## config.mk

```make
export PLATFORM = sky130hd
export DESIGN_NAME = fastdata_xfer
export DESIGN_NICKNAME = d
export VERILOG_FILES = /design/src/rtl/fdx_pkg.sv /design/src/rtl/fdx_win_dec.sv /design/src/rtl/fdx_pend_ctl.sv /design/src/rtl/fdx_scan_reg.sv /design/src/rtl/fastdata_xfer.sv
export SDC_FILE = /design/constraint.sdc
export NUM_CORES = 1
export LEC_CHECK = 0
export BUFFER_PORTS_ARGS = -buffer_cell sky130_fd_sc_hd__buf_2
export CORE_MARGIN = 10
export CORE_UTILIZATION = 40
export CTS_BUF_LIST = sky130_fd_sc_hd__clkbuf_4
export DETAILED_ROUTE_END_ITERATION = 10
export HOLD_SLACK_MARGIN = 0.06
export PLACE_DENSITY = 0.61
export SLEW_MARGIN = 30
export SYNTH_ARGS = -nofsm -noshare
export SYNTH_HDL_FRONTEND = slang
export SYNTH_SLANG_ARGS = --single-unit
```

## constraint.sdc

```tcl
create_clock -name clk_i -period 1.2 [get_ports clk_i]
set_input_delay 0 -clock clk_i [delete_from_list [all_inputs] [get_ports clk_i]]
set_output_delay 0 -clock clk_i [all_outputs]
set_load 0.005 [all_outputs]
```

## src/rtl/fdx_pkg.sv

```systemverilog
package fdx_pkg;
  typedef enum logic {
    ACC_LOAD  = 1'b0,
    ACC_STORE = 1'b1
  } acc_dir_e;
endpackage

```

## src/rtl/fdx_win_dec.sv

```systemverilog
module fdx_win_dec #(
  parameter int unsigned         ADDR_W    = 32,
  parameter logic [ADDR_W-1:0]   WIN_BASE  = 32'hFF20_0000,
  parameter int unsigned         WIN_BYTES = 16
) (
  input  logic [ADDR_W-1:0] addr_i,
  output logic              hit_o
);
  localparam int unsigned LOW_W = (WIN_BYTES > 1) ? $clog2(WIN_BYTES) : 0;

  generate
    if (LOW_W == 0) begin : g_exact
      assign hit_o = (addr_i == WIN_BASE);
    end else begin : g_aligned
      assign hit_o = (addr_i[ADDR_W-1:LOW_W] == WIN_BASE[ADDR_W-1:LOW_W]);
    end
  endgenerate
endmodule

```

## src/rtl/fdx_pend_ctl.sv

```systemverilog
module fdx_pend_ctl
  import fdx_pkg::*;
#(
  parameter int unsigned ADDR_W = 32,
  parameter int unsigned DATA_W = 32
) (
  input  logic              clk_i,
  input  logic              rst_ni,
  input  logic              req_i,
  input  logic              wr_i,
  input  logic [ADDR_W-1:0] addr_i,
  input  logic [DATA_W-1:0] wdata_i,
  input  logic              fire_i,
  output logic              pend_o,
  output acc_dir_e          dir_o,
  output logic [ADDR_W-1:0] addr_o,
  output logic [DATA_W-1:0] wdata_o,
  output logic              done_o
);
  logic pend_q, done_q;

  always_ff @(posedge clk_i or negedge rst_ni) begin
    if (!rst_ni) begin
      pend_q  <= 1'b0;
      done_q  <= 1'b0;
      dir_o   <= ACC_LOAD;
      addr_o  <= '0;
      wdata_o <= '0;
    end else begin
      done_q <= fire_i;
      if (pend_q) begin
        if (fire_i) pend_q <= 1'b0;
      end else if (req_i) begin
        pend_q  <= 1'b1;
        dir_o   <= wr_i ? ACC_STORE : ACC_LOAD;
        addr_o  <= addr_i;
        wdata_o <= wdata_i;
      end
    end
  end

  assign pend_o = pend_q;
  assign done_o = done_q;

  AST_PEND_HOLD: assert property (@(posedge clk_i) disable iff (!rst_ni)
    ($past(pend_q) && !done_q) |-> pend_q);
  AST_REQ_IGNORED: assert property (@(posedge clk_i) disable iff (!rst_ni)
    ($past(pend_q) && pend_q) |-> $stable(addr_o) && $stable(wdata_o));
  AST_DONE_PULSE: assert property (@(posedge clk_i) disable iff (!rst_ni)
    done_q |=> !done_q);
  AST_DONE_CLEARS: assert property (@(posedge clk_i) disable iff (!rst_ni)
    done_q |-> !pend_q);
endmodule

```

## src/rtl/fdx_scan_reg.sv

```systemverilog
module fdx_scan_reg #(
  parameter int unsigned DATA_W = 32
) (
  input  logic              clk_i,
  input  logic              rst_ni,
  input  logic              capture_i,
  input  logic              shift_i,
  input  logic              tdi_i,
  input  logic              cap_flag_i,
  input  logic [DATA_W-1:0] cap_data_i,
  output logic              tdo_o,
  output logic              flag_o,
  output logic [DATA_W-1:0] data_o
);
  localparam int unsigned CHAIN_W = DATA_W + 1;

  logic [CHAIN_W-1:0] chain_q;

  always_ff @(posedge clk_i or negedge rst_ni) begin
    if (!rst_ni) begin
      chain_q <= '0;
    end else if (capture_i) begin
      chain_q <= {cap_data_i, cap_flag_i};
    end else if (shift_i) begin
      chain_q <= {tdi_i, chain_q[CHAIN_W-1:1]};
    end
  end

  assign tdo_o  = chain_q[0];
  assign flag_o = chain_q[0];
  assign data_o = chain_q[CHAIN_W-1:1];

  AST_CAP_FLAG: assert property (@(posedge clk_i) disable iff (!rst_ni)
    $past(capture_i) |-> (tdo_o == $past(cap_flag_i)));
  AST_SHIFT_MOVE: assert property (@(posedge clk_i) disable iff (!rst_ni)
    ($past(shift_i) && !$past(capture_i)) |-> (tdo_o == $past(chain_q[1])));
endmodule

```

## src/rtl/fastdata_xfer.sv

```systemverilog
module fastdata_xfer
  import fdx_pkg::*;
#(
  parameter int unsigned       ADDR_W    = 32,
  parameter int unsigned       DATA_W    = 32,
  parameter logic [ADDR_W-1:0] WIN_BASE  = 32'hFF20_0000,
  parameter int unsigned       WIN_BYTES = 16
) (
  input  logic              clk_i,
  input  logic              rst_ni,
  input  logic              req_i,
  input  logic              wr_i,
  input  logic [ADDR_W-1:0] addr_i,
  input  logic [DATA_W-1:0] wdata_i,
  output logic              pend_o,
  output logic              done_o,
  output logic [DATA_W-1:0] rdata_o,
  input  logic              capture_i,
  input  logic              shift_i,
  input  logic              update_i,
  input  logic              tdi_i,
  output logic              tdo_o
);
  logic              pend;
  acc_dir_e          dir;
  logic [ADDR_W-1:0] acc_addr;
  logic [DATA_W-1:0] acc_wdata;
  logic              win_hit, ok_now, ok_cap_q, fire;
  logic              sc_flag;
  logic [DATA_W-1:0] sc_data, cap_data;
  logic [DATA_W-1:0] rdata_q;

  fdx_pend_ctl #(.ADDR_W(ADDR_W), .DATA_W(DATA_W)) u_pend (
    .clk_i   (clk_i),
    .rst_ni  (rst_ni),
    .req_i   (req_i),
    .wr_i    (wr_i),
    .addr_i  (addr_i),
    .wdata_i (wdata_i),
    .fire_i  (fire),
    .pend_o  (pend),
    .dir_o   (dir),
    .addr_o  (acc_addr),
    .wdata_o (acc_wdata),
    .done_o  (done_o)
  );

  fdx_win_dec #(.ADDR_W(ADDR_W), .WIN_BASE(WIN_BASE), .WIN_BYTES(WIN_BYTES)) u_win (
    .addr_i (acc_addr),
    .hit_o  (win_hit)
  );

  assign ok_now   = pend & win_hit;
  assign cap_data = (dir == ACC_STORE) ? acc_wdata : '0;

  fdx_scan_reg #(.DATA_W(DATA_W)) u_scan (
    .clk_i      (clk_i),
    .rst_ni     (rst_ni),
    .capture_i  (capture_i),
    .shift_i    (shift_i),
    .tdi_i      (tdi_i),
    .cap_flag_i (ok_now),
    .cap_data_i (cap_data),
    .tdo_o      (tdo_o),
    .flag_o     (sc_flag),
    .data_o     (sc_data)
  );

  // success seen at capture is consumed by the next update
  always_ff @(posedge clk_i or negedge rst_ni) begin
    if (!rst_ni)        ok_cap_q <= 1'b0;
    else if (capture_i) ok_cap_q <= ok_now;
    else if (update_i)  ok_cap_q <= 1'b0;
  end

  assign fire = update_i & ~sc_flag & ok_cap_q & pend;

  always_ff @(posedge clk_i or negedge rst_ni) begin
    if (!rst_ni)                         rdata_q <= '0;
    else if (fire && (dir == ACC_LOAD))  rdata_q <= sc_data;
  end

  assign pend_o  = pend;
  assign rdata_o = rdata_q;

  AST_CTRL_ONEHOT: assert property (@(posedge clk_i) disable iff (!rst_ni)
    $onehot0({capture_i, shift_i, update_i}));
  AST_DONE_AFTER_UPDATE: assert property (@(posedge clk_i) disable iff (!rst_ni)
    done_o |-> $past(update_i) && !$past(tdo_o));
  AST_DONE_IN_WINDOW: assert property (@(posedge clk_i) disable iff (!rst_ni)
    done_o |-> win_hit);
  AST_RDATA_STORE_HOLD: assert property (@(posedge clk_i) disable iff (!rst_ni)
    (done_o && dir == ACC_STORE) |-> $stable(rdata_o));
endmodule

```

==> results by group, run 1 <==
Run status
  • Status: finished with violations
  • Violated checks: setup timing

STA
  • RSZ-0062 raised after global routing: true
  • Final setup viols: 96
  • Final period util: 1.28
  • Fin crit period: 1.53 ns
  • Worst-margin pin slew: 0.302 ns
  • Setup tns final: -23.42 ns
  • Final Skew: 0.0192 ns
  • Max Freq: 0.653 GHz
  • Fin. Hold Viols: 0
  • Worst hold slack: 0.238 ns
  • Worst setup margin: -0.332 ns
  • Max-slew violations: 0
  • Slew HR: 0.798

Worst setup path
  • Origin of the critical flop-to-flop path: u_scan.chain_q[0]
  • Slowest cell delay on critical path: 0.40 ns
  • Crit path buffers/inverters: 2
  • Slowest-stage cell, CP: dfrtp_1
  • Crit path max fanout: 7
  • Crit path max-delay family: simple AND/OR/NAND/NOR gates
  • Setup CP Type: reg2reg
  • CP arrival: 1.93 ns
  • CP Launch Type: flop
  • Crit path required time: 1.60 ns
  • Setup crit end kind: flop
  • Worst-path cell chain: nand4b_1 > nor2_4 > buf_6 > clkbuf_16 > mux2_4
  • Crit path from: u_scan.chain_q[0]

Die
  • Site Rows: 41
  • Die area: 0.0178 mm2
  • Die span in x: 134 um
  • Starting density of the core: 0.409
  • Boundary pin count: 107
  • Die H: 134 um
  • Core Region: 0.0126 mm2

Place
  • Cells after DPL: 646
  • Detailed Place HPWL: 8390 um
  • Port buffer count: 102
  • RD Place Congestion: 0.745

Global route
  • Total global routing track utilization: 0.151
  • Largest net degree at the start of global routing: 37
  • Vias in the first global route: 4066
  • Initial antenna violation count: 0
  • Global-route wire length before repair: 21400 um
  • Global route overflow: 0

Logic synthesis
  • Synth cell count leaders: dfrtp_1, mux2_2, mux2i_1, o21ai_0, nand2_1
  • Multiplexer area fraction after synthesis: 0.265
  • Cell area after synthesis: 0.00516 mm2
  • Post-Synthesis Cells: 363
  • Adder-Cell Fraction of Synth Area: 0
  • Post-synthesis register bit count: 129
  • Warnings, synthesis: 0
  • Synth top area share: 0.626
  • Mapped Avg Cell Area: 14.2 um2
  • Post-synthesis compound-gate area fraction: 0.0359
  • Largest family of logic cells by synthesized area: multiplexers
  • Cell with the most instances after synthesis: dfrtp_1
  • Yosys top cell by area: dfrtp_1
  • Asr flop ratio synth: 1.00
  • Ys flop type: dfrtp_1
  • Largest cells by area after synthesis: dfrtp_1, mux2_2, mux2i_1
  • Number of distinct library cells after synthesis: 24
  • Post-synth EDFFs: 0
  • Seq/Total Area, Yosys: 0.626
  • Syn_nets: 435
  • Post-synthesis xor/xnor area fraction: 0
  • Synth Area in Simple Gates: 0.0473

CTS
  • CTS Buf Count: 17
  • CTS tree: yes
  • Clock latency on the worst-skew pair: 0.52 ns
  • # clock sinks: 129
  • Max clock buf depth: 2
  • Root buf cell: clkbuf_4
  • Htree depth: 4
  • Clk slew on worst S/H paths: 0.10 ns

Power and ir drop
  • Power density over cell area: 1080 mW/mm2
  • Seq pwr share: 0.591
  • Comb pwr share: 0.138
  • Sw Share: 0.253
  • Int Power: 6280 uW
  • Lkg Pwr: 0.00382 uW
  • Switching power: 2120 uW
  • Max VDD drop: 0.708 mV
  • Clock Power Share: 0.271

Route
  • DR vias: 3635
  • WL final: 13700 um
  • Initial drt markers: 260
  • Routed wire length per instance: 17.8 um
  • ANT nets after route: 0
  • Via-to-Cell Ratio: 4.73
  • # DRC: 0
  • DRT Pass-1 Iters: 4

Final layout
  • Non-Filler Instances: 769
  • Multi-input gate area: 0.00217 mm2
  • Area Growth Syn to Fin: 51.2%
  • ANT cells: 0
  • Nets: 657
  • Sequential cell area: 0.00323 mm2
  • Fill cells: 1007
  • Share of layout cells above drive strength 1: 0.472

Job
  • Max_cap viols: 0

Min path
  • HP Class: in2reg
  • Min-Delay Startpoint: wdata_i[27]
==> repair_timing <==
| item | CTS | global route |
|---|---|---|
| gates resized for setup | 24 | 30 |
| setup buffers | 10 | 5 |
| endpoints found under the setup margin | 96 | 97 |
| pin swaps | 2 | 3 |
| hold endpoints to repair | 221 | 0 |
| hold buffers | 69 | 0 |
| gates cloned | 6 | 6 |
==> sequential cells by signal, indices dropped and copies added, names as in the netlist <==
register        flops
ok_cap_q            1
rdata_o            32
u_pend.addr_o      28
u_pend.dir_o        1
u_pend.done_o       1
u_pend.pend_o       1
u_pend.wdata_o     32
u_scan.chain_q     33
==> path summary, 6_finish.rpt <==
path | to | slack [ns] | depth (start not counted)
min in group asynchronous | rdata_o[6] | 0.47 | 3
worst min-delay path | u_pend.wdata_o[27] | 0.24 | 3
worst min register to register | u_scan.chain_q[12] | 0.50 | 2
max in group asynchronous | u_pend.addr_o[11] | 0.19 | 4
worst max register to register | rdata_o[24] | -0.33 | 5
worst max-delay path | rdata_o[24] | -0.33 | 5
==> cell families after synthesis <==
| logic type | Yosys count |
|---|---|
| buffers and inverters | 24 |
| multiplexers | 125 |
| flip-flops | 129 |
| AO/OA/AOI/OAI | 35 |
| AND/OR/NAND/NOR | 50 |
==> final cells by class <==
type,count,share of cell area
tap,172,0.0276
inverter,2,0.000962
clock buffer,20,0.0192
clock inverter,11,0.00625
sequential,129,0.414
multi-input combinational,210,0.279
timing repair buffer,225,0.254
==> power by group through the flow <==
stage | Sequential [uW] | Clock (uW) | Combinational (uW)
4_1_cts | 4950 | 2350 | 1160
2_1_floorplan | 4940 | 0 | 565
3_3_place_gp | 5010 | 0 | 937
6_report | 4960 | 2280 | 1160
5_1_grt | 5010 | 2580 | 1270
3_5_place_dp | 5030 | 0 | 963
==> layer usage <==
layer / track usage / vias to the layer above / share of wire
met5: 0 / - / 0
li1: - / 1723 / -
met4: 0.0405 / 0 / 0.0085
met2: 0.245 / 91 / 0.48
met3: 0.0605 / 7 / 0.057
met1: 0.181 / 1814 / 0.45
==> worst register-to-register path: stages, from the launching register on <==
cell	delay [ns]
dfrtp_1	0.40
nand4b_1	0.25
nor2_4	0.17
buf_6	0.14
clkbuf_16	0.16
mux2_4	0.30
==> layout by cell type (no fill, tap or decap), types with 2 or more instances in the layout <==
master         synthesis  final
buf_12                 0     15
buf_16                 0      2
buf_2                 14     99
buf_4                  1     23
buf_6                  3     11
clkbuf_16              0      5
clkbuf_4               0     20
clkinv_1               0      7
clkinv_2               0      3
dfrtp_1              129    129
dlygate4sd3_1          0     69
mux2_4                 0     93
mux2i_1               32     32
nand2_1               31     31
nand4_1                4      4
nor2_1                 5      5
nor4_2                 1      3
o21ai_0               32     32
==> metrics by stage <==
step	area, um2	setup WS [ns]	utilization	total power (uW)
2_1_floorplan	5450	-0.201	-	5500
3_3_place_gp	6350	-0.322	0.504	5950
3_5_place_dp	6350	-0.296	0.504	5990
4_1_cts	7600	-0.268	0.602	8450
5_1_grt	7800	-0.387	0.618	8860
6_report	7800	-0.332	0.618	8400
Note: power is estimated with default switching activity, not from simulation.
==> inputs of run 2 (changes only) <==
--- a/config.mk
+++ b/config.mk
@@ -6,12 +6,14 @@
 export NUM_CORES = 1
 export LEC_CHECK = 0
 export BUFFER_PORTS_ARGS = -buffer_cell sky130_fd_sc_hd__buf_2
+export CELL_PAD_IN_SITES_DETAIL_PLACEMENT = 2
+export CELL_PAD_IN_SITES_GLOBAL_PLACEMENT = 2
 export CORE_MARGIN = 10
-export CORE_UTILIZATION = 40
+export CORE_UTILIZATION = 35
 export CTS_BUF_LIST = sky130_fd_sc_hd__clkbuf_4
 export DETAILED_ROUTE_END_ITERATION = 10
 export HOLD_SLACK_MARGIN = 0.06
-export PLACE_DENSITY = 0.61
+export PLACE_DENSITY = 0.75
 export SLEW_MARGIN = 30
 export SYNTH_ARGS = -nofsm -noshare
 export SYNTH_HDL_FRONTEND = slang
==> run 2 against run 1 <==
Net effect: the flow still finishes with violations (setup timing); setup slack got worse by 0.046 ns; maximum frequency fell by 2.9%; combinational power rose by 19%; via count rose by 7.4%; first-iteration DRC count fell by 37%; cell count rose by 2.0%; largest cell class unchanged.
==> results by group, run 2 (same netlist as run 1, synthesis figures left out) <==
Run status
  • Status: finished with violations
  • Violated checks: setup timing

Final layout
  • Area Growth Syn to Fin: 53.6%
  • Largest register FFs: 33 (unchanged)
  • Final Cell Area: 0.00792 mm2 (+1.6%)
  • Multi-input gate area: 0.00225 mm2 (+3.7%)
  • Fill cells: 1297 (+29%)
  • Nets: 661 (+0.61%)
  • Most common cell after layout, fill and taps aside: dfrtp_1
  • Largest Register: u_scan.chain_q
  • Share of layout cells above drive strength 1: 0.528 (+0.0560)
  • Most frequent cells in the layout: dfrtp_1, buf_2, mux2_4
  • ANT cells: 0 (unchanged)
  • Sequential cell area: 0.00323 mm2 (about the same)
  • Non-Filler Instances: 784 (+2.0%)

Worst setup path
  • Setup crit end kind: flop
  • Setup CP Type: reg2reg
  • Origin of the critical flop-to-flop path: u_scan.chain_q[0]
  • Worst r2r dst: rdata_o[25]
  • Crit path max fanout: 10 (+3)
  • Reg2reg path depth: 5 (unchanged)
  • Worst reg2reg setup slack: -0.38 ns (-0.05 ns)
  • Crit path required time: 1.65 ns (+0.05 ns)
  • CP Launch Type: flop
  • Crit path from: u_scan.chain_q[0]
  • Worst Setup EP: rdata_o[25]
  • CP arrival: 2.02 ns (+0.09 ns)

Route
  • DR vias: 3904 (+7.4%)
  • Initial drt markers: 163 (-37%)
  • ANT nets after route: 0 (unchanged)
  • Routed wire length per instance: 25.0 um (+41%)
  • WL final: 19600 um (+43%)
  • DRT Pass-1 Iters: 6 (+2)
  • # DRC: 0 (unchanged)
  • Via-to-Cell Ratio: 4.98 (+5.3%)

CTS
  • Root buf cell: clkbuf_4
  • Max clock buf depth: 2 (unchanged)
  • CTS Buf Count: 17 (unchanged)
  • Clock latency on the worst-skew pair: 0.56 ns (+0.04 ns)
  • Htree depth: 4 (unchanged)
  • Clk slew on worst S/H paths: 0.12 ns (+0.02 ns)
  • # clock sinks: 129 (unchanged)
  • CTS tree: yes

STA
  • Worst-margin pin slew: 0.348 ns (+0.0454 ns)
  • Max-slew violations: 0 (unchanged)
  • RSZ-0062 raised after global routing: true
  • Fin crit period: 1.58 ns (+0.0457 ns)
  • Final Skew: 0.0161 ns (-0.00311 ns)
  • Worst setup margin: -0.377 ns (-0.0457 ns)
  • Worst hold slack: 0.206 ns (-0.0310 ns)
  • Setup tns final: -23.33 ns (+0.0905 ns)
  • Max Freq: 0.634 GHz (-2.9%)
  • Slew HR: 0.768 (-0.0303)
  • Fin. Hold Viols: 0 (unchanged)
  • Final setup viols: 98 (+2.1%)
  • Final period util: 1.31 (+0.0381)

Die
  • Die span in x: 141 um (+5.9%)
  • Starting density of the core: 0.356 (-0.0525)
  • Site Rows: 44 (+7.3%)
  • Core Region: 0.0145 mm2 (+15%)
  • Boundary pin count: 107 (unchanged)
  • Die area: 0.0200 mm2 (+12%)
  • Die H: 141 um (+5.9%)

Global route
  • Global route overflow: 0 (unchanged)
  • Vias in the first global route: 4659 (+15%)
  • Global-route wire length before repair: 28500 um (+33%)
  • Largest net degree at the start of global routing: 45 (+22%)
  • Initial antenna violation count: 0 (unchanged)
  • Total global routing track utilization: 0.186 (+0.0357)

Power and ir drop
  • Max VDD drop: 0.619 mV (-13%)
  • Lkg Pwr: 0.00388 uW (+1.4%)
  • Power density over cell area: 1110 mW/mm2 (+2.8%)

Place
  • Post-Place Worst Slack: -0.310 ns (-0.0138 ns)
  • RD Place Congestion: 0.722 (-3.0%)
  • Cells after DPL: 658 (+1.9%)
  • Dpl cell area: 0.00636 mm2 (about the same)
  • Detailed Place HPWL: 10100 um (+20%)
  • Port buffer count: 102 (unchanged)

Job
  • Max_cap viols: 0 (unchanged)

Min path
  • Min-Delay Startpoint: wdata_i[0]
  • HP Class: in2reg
==> run 2: cell count changes in the layout (fill, tap and decap cells not counted), sizes merged <==
cell / change
clkinvlp: -1
dlygate4sd3: -1
buf: +5
clkinv: +2
clkbuf: -2
==> run 2: layout make-up <==
type                            instances  area share
Clock inverter                         12     0.00663
Tap cell                              184      0.0291
Inverter                                2     0.00126
Sequential cell                       129       0.408
Timing Repair Buffer                  229       0.254
Multi-Input combinational cell        210       0.285
Clock buffer                           18      0.0171
==> run 2: worst max-delay path, cell delays in order, from the launching register on <==
cell,delay [ns]
dfrtp_1,0.40
nand4b_1,0.26
nor2_4,0.20
buf_6,0.14
buf_12,0.15
mux2_4,0.31
==> run 2: what timing repair did <==
action | CTS | global route
endpoints found under the hold margin | 225 | 0
gates resized for setup | 34 | 93
pin swaps | 1 | 6
setup endpoints to repair | 126 | 132
cloned | 6 | 7
buffers inserted | 13 | 14
hold buffers | 68 | 0
==> run 2: report_power, final <==
group	switching, uW	internal [uW]	total [uW]
sequential	316	4700	5010
combinational	543	832	1380
clock	1630	751	2380
==> run 2: through the flow <==
stage               utilization  power, uW
finish                    0.547       8770
global route              0.547       9200
global placement          0.439       5950
floorplan                     -       5500
detailed placement        0.439       6050
CTS                       0.525       8560
==> run 2: per-layer routing <==
layer	vias to the layer above	GRT usage	share of wire
met3	22	0.0621	0.045
met1	2071	0.201	0.39
met2	84	0.342	0.56
met4	0	0.0430	0.012
li1	1727	-	-
met5	-	0	0
==> run 2: worst min-delay path by stage <==
stage,end,slack (ns),depth (start not counted)
after CTS,u_pend.wdata_o[26],0.15,3
after global routing,u_pend.wdata_o[0],0.18,3
after detailed placement,rdata_o[7],-0.08,1
after floorplan,ok_cap_q,-0.30,0
after global placement,rdata_o[7],-0.09,1
final,u_pend.wdata_o[0],0.21,3
==> inputs of run 3 (changes only) <==
--- a/config.mk
+++ b/config.mk
@@ -14,6 +14,7 @@
 export DETAILED_ROUTE_END_ITERATION = 10
 export HOLD_SLACK_MARGIN = 0.06
 export PLACE_DENSITY = 0.75
+export SETUP_SLACK_MARGIN = 0.5
 export SLEW_MARGIN = 30
 export SYNTH_ARGS = -nofsm -noshare
 export SYNTH_HDL_FRONTEND = slang
==> run 3 against run 2 <==
Net effect: the flow finishes with violations (hold timing, setup timing); clock power increased by 76%; hold slack got worse by 0.33 ns; clock skew increased by 0.015 ns; non-clock buffer count increased by 15; largest power group unchanged.
==> results by group, run 3 (same netlist as run 1, synthesis figures left out) <==
Power and ir drop
  • Switching power: 2900 uW (+16%)
  • Sw Share: 0.269 (-0.0146)
  • Lkg Pwr: 0.00432 uW (+11%)
  • Max VDD drop: 0.877 mV (+42%)
  • Int Power: 7860 uW (+25%)
  • Comb pwr share: 0.137 (-0.020)
  • Power density over cell area: 1270 mW/mm2 (+15%)
  • Seq pwr share: 0.473 (-0.099)
  • Clock Power Share: 0.390 (+0.118)

STA
  • Slew HR: 0.665 (-0.103)
  • Fin. Hold Viols: 32 (+32)
  • RSZ-0062 raised after global routing: true
  • Max-slew violations: 0 (unchanged)
  • Worst-margin pin slew: 0.503 ns (+0.155 ns)
  • Worst setup margin: -0.410 ns (-0.0328 ns)
  • Max Freq: 0.621 GHz (-2.0%)
  • Worst hold slack: -0.122 ns (-0.329 ns)
  • Final Skew: 0.0315 ns (+0.0153 ns)
  • Setup tns final: -31.65 ns (-8.32 ns)
  • Final period util: 1.34 (+0.0273)
  • Final setup viols: 114 (+16%)
  • Fin crit period: 1.61 ns (+0.0328 ns)

Place
  • Detailed Place HPWL: 9980 um (-0.69%)
  • RD Place Congestion: 0.743 (+2.9%)
  • Port buffer count: 102 (unchanged)

Run status
  • Status: finished with violations
  • Violated checks: hold timing, setup timing

CTS
  • Clk slew on worst S/H paths: 0.14 ns (+0.02 ns)
  • Htree depth: 4 (unchanged)
  • # clock sinks: 129 (unchanged)
  • CTS Buf Count: 17 (unchanged)
  • Max clock buf depth: 2 (unchanged)
  • Root buf cell: clkbuf_4
  • Clock latency on the worst-skew pair: 0.59 ns (+0.03 ns)
  • CTS tree: yes

Die
  • Core Region: 0.0145 mm2 (unchanged)
  • Die span in x: 141 um (unchanged)
  • Site Rows: 44 (unchanged)
  • Starting density of the core: 0.356 (unchanged)
  • Boundary pin count: 107 (unchanged)
  • Die area: 0.0200 mm2 (unchanged)
  • Die H: 141 um (unchanged)

Final layout
  • Area Growth Syn to Fin: 63.6%
  • Nets: 676 (+2.3%)
  • Multi-input gate area: 0.00249 mm2 (+10%)
  • Share of layout cells above drive strength 1: 0.598 (+0.0697)
  • Sequential cell area: 0.00323 mm2 (about the same)
  • Most common cell after layout, fill and taps aside: dfrtp_1
  • Most frequent cells in the layout: dfrtp_1, buf_2, mux2_4
  • Largest register FFs: 33 (unchanged)
  • Largest Register: u_scan.chain_q
  • Fill cells: 1255 (-3.2%)
  • Final core area utilization: 0.583 (+0.0356)

Global route
  • Global-route wire length before repair: 28900 um (+1.3%)
  • Largest net degree at the start of global routing: 42 (-6.7%)
  • Initial antenna violation count: 1 (+1)
  • Vias in the first global route: 4707 (+1.0%)
  • Global route overflow: 0 (unchanged)
  • Total global routing track utilization: 0.188 (+0.00159)

Min path
  • HP Class: in2async

Worst setup path
  • Worst reg2reg setup slack: -0.41 ns (-0.03 ns)
  • Crit path max fanout: 18 (+8)
  • CP Launch Type: flop
  • CP arrival: 2.07 ns (+0.05 ns)
  • Setup CP Type: reg2reg
  • Setup crit end kind: flop
  • Crit path required time: 1.66 ns (about the same)

Route
  • WL final: 21700 um (+11%)
  • # DRC: 0 (unchanged)
  • ANT nets after route: 0 (unchanged)
  • DRT Pass-1 Iters: 4 (-2)
  • Routed wire length per instance: 27.1 um (+8.3%)
  • DR vias: 4030 (+3.2%)
  • Via-to-Cell Ratio: 5.02 (+0.91%)
  • Initial drt markers: 204 (+25%)

Job
  • Max_cap viols: 0 (unchanged)
## run 3: cell count changes in the layout (fill, tap and decap cells not counted), sizes merged, moves of 2 or more
| cell | change |
|---|---|
| buf | +17 |
| clkinv | -8 |
| bufinv | +7 |
| clkinvlp | +2 |
## run 3: routing by layer
| metal | vias up | GRT usage | share of wire |
|---|---|---|---|
| li1 | 1766 | - | - |
| met5 | - | 0 | 0 |
| met3 | 30 | 0.0604 | 0.047 |
| met1 | 2109 | 0.210 | 0.39 |
| met4 | 0 | 0.0586 | 0.022 |
| met2 | 125 | 0.331 | 0.54 |
## run 3: through the flow
| stage | std cells | power, uW | cell area, um2 | worst slack (ns) |
|---|---|---|---|---|
| CTS | 777 | 10500 | 7890 | -0.320 |
| detailed placement | 656 | 6050 | 6320 | -0.359 |
| global placement | 656 | 5960 | 6320 | -0.371 |
| floorplan | 363 | 5540 | 5480 | -0.201 |
| finish | 802 | 10800 | 8440 | -0.410 |
| global route | 801 | 11200 | 8440 | -0.461 |
## run 3: worst max-delay path, stage by stage, from the launching register on
cell and delay (ns):
dfrtp_1 0.41, nand4b_1 0.28, nor2_4 0.21, buf_12 0.22
mux2_1 0.35
## run 3: repair_timing
item                                   4_1_cts  5_1_grt
hold buffers                                65        2
gates resized for setup                     83       66
gates cloned                                 4        5
buffers inserted                            20       17
setup endpoints to repair                  164      164
endpoints found under the hold margin      226       66
pin swaps                                    2        1
## run 3: path summary, 6_finish.rpt
check / startpoint / end / cells after the start
setup reg to reg: u_scan.chain_q[0] / rdata_o[16] / 4
max in group asynchronous: rst_ni / rdata_o[27] / 3
hold reg to reg: rdata_o[19] / rdata_o[19] / 1
min in group clk_i: shift_i / u_scan.chain_q[0] / 3
setup / recovery: u_scan.chain_q[0] / rdata_o[16] / 4
hold / removal: rst_ni / u_scan.chain_q[5] / 2
## run 3: power groups by stage
stage | logic (uW) | clock network, uW | registers [uW]
2_1_floorplan | 599 | 0 | 4940
3_3_place_gp | 948 | 0 | 5010
3_5_place_dp | 1010 | 0 | 5050
4_1_cts | 1300 | 4160 | 5010
5_1_grt | 1580 | 4480 | 5130
6_report | 1480 | 4190 | 5090
## run 3: cell type report
| class | count | share of cell area |
|---|---|---|
| multi-input cells | 210 | 0.295 |
| clock inverters | 14 | 0.0308 |
| repair buffers | 244 | 0.247 |
| diodes | 1 | 0.000297 |
| well taps | 184 | 0.0273 |
| inverters | 2 | 0.00119 |
| flip-flops and latches | 129 | 0.383 |
| clock buffers | 18 | 0.0160 |
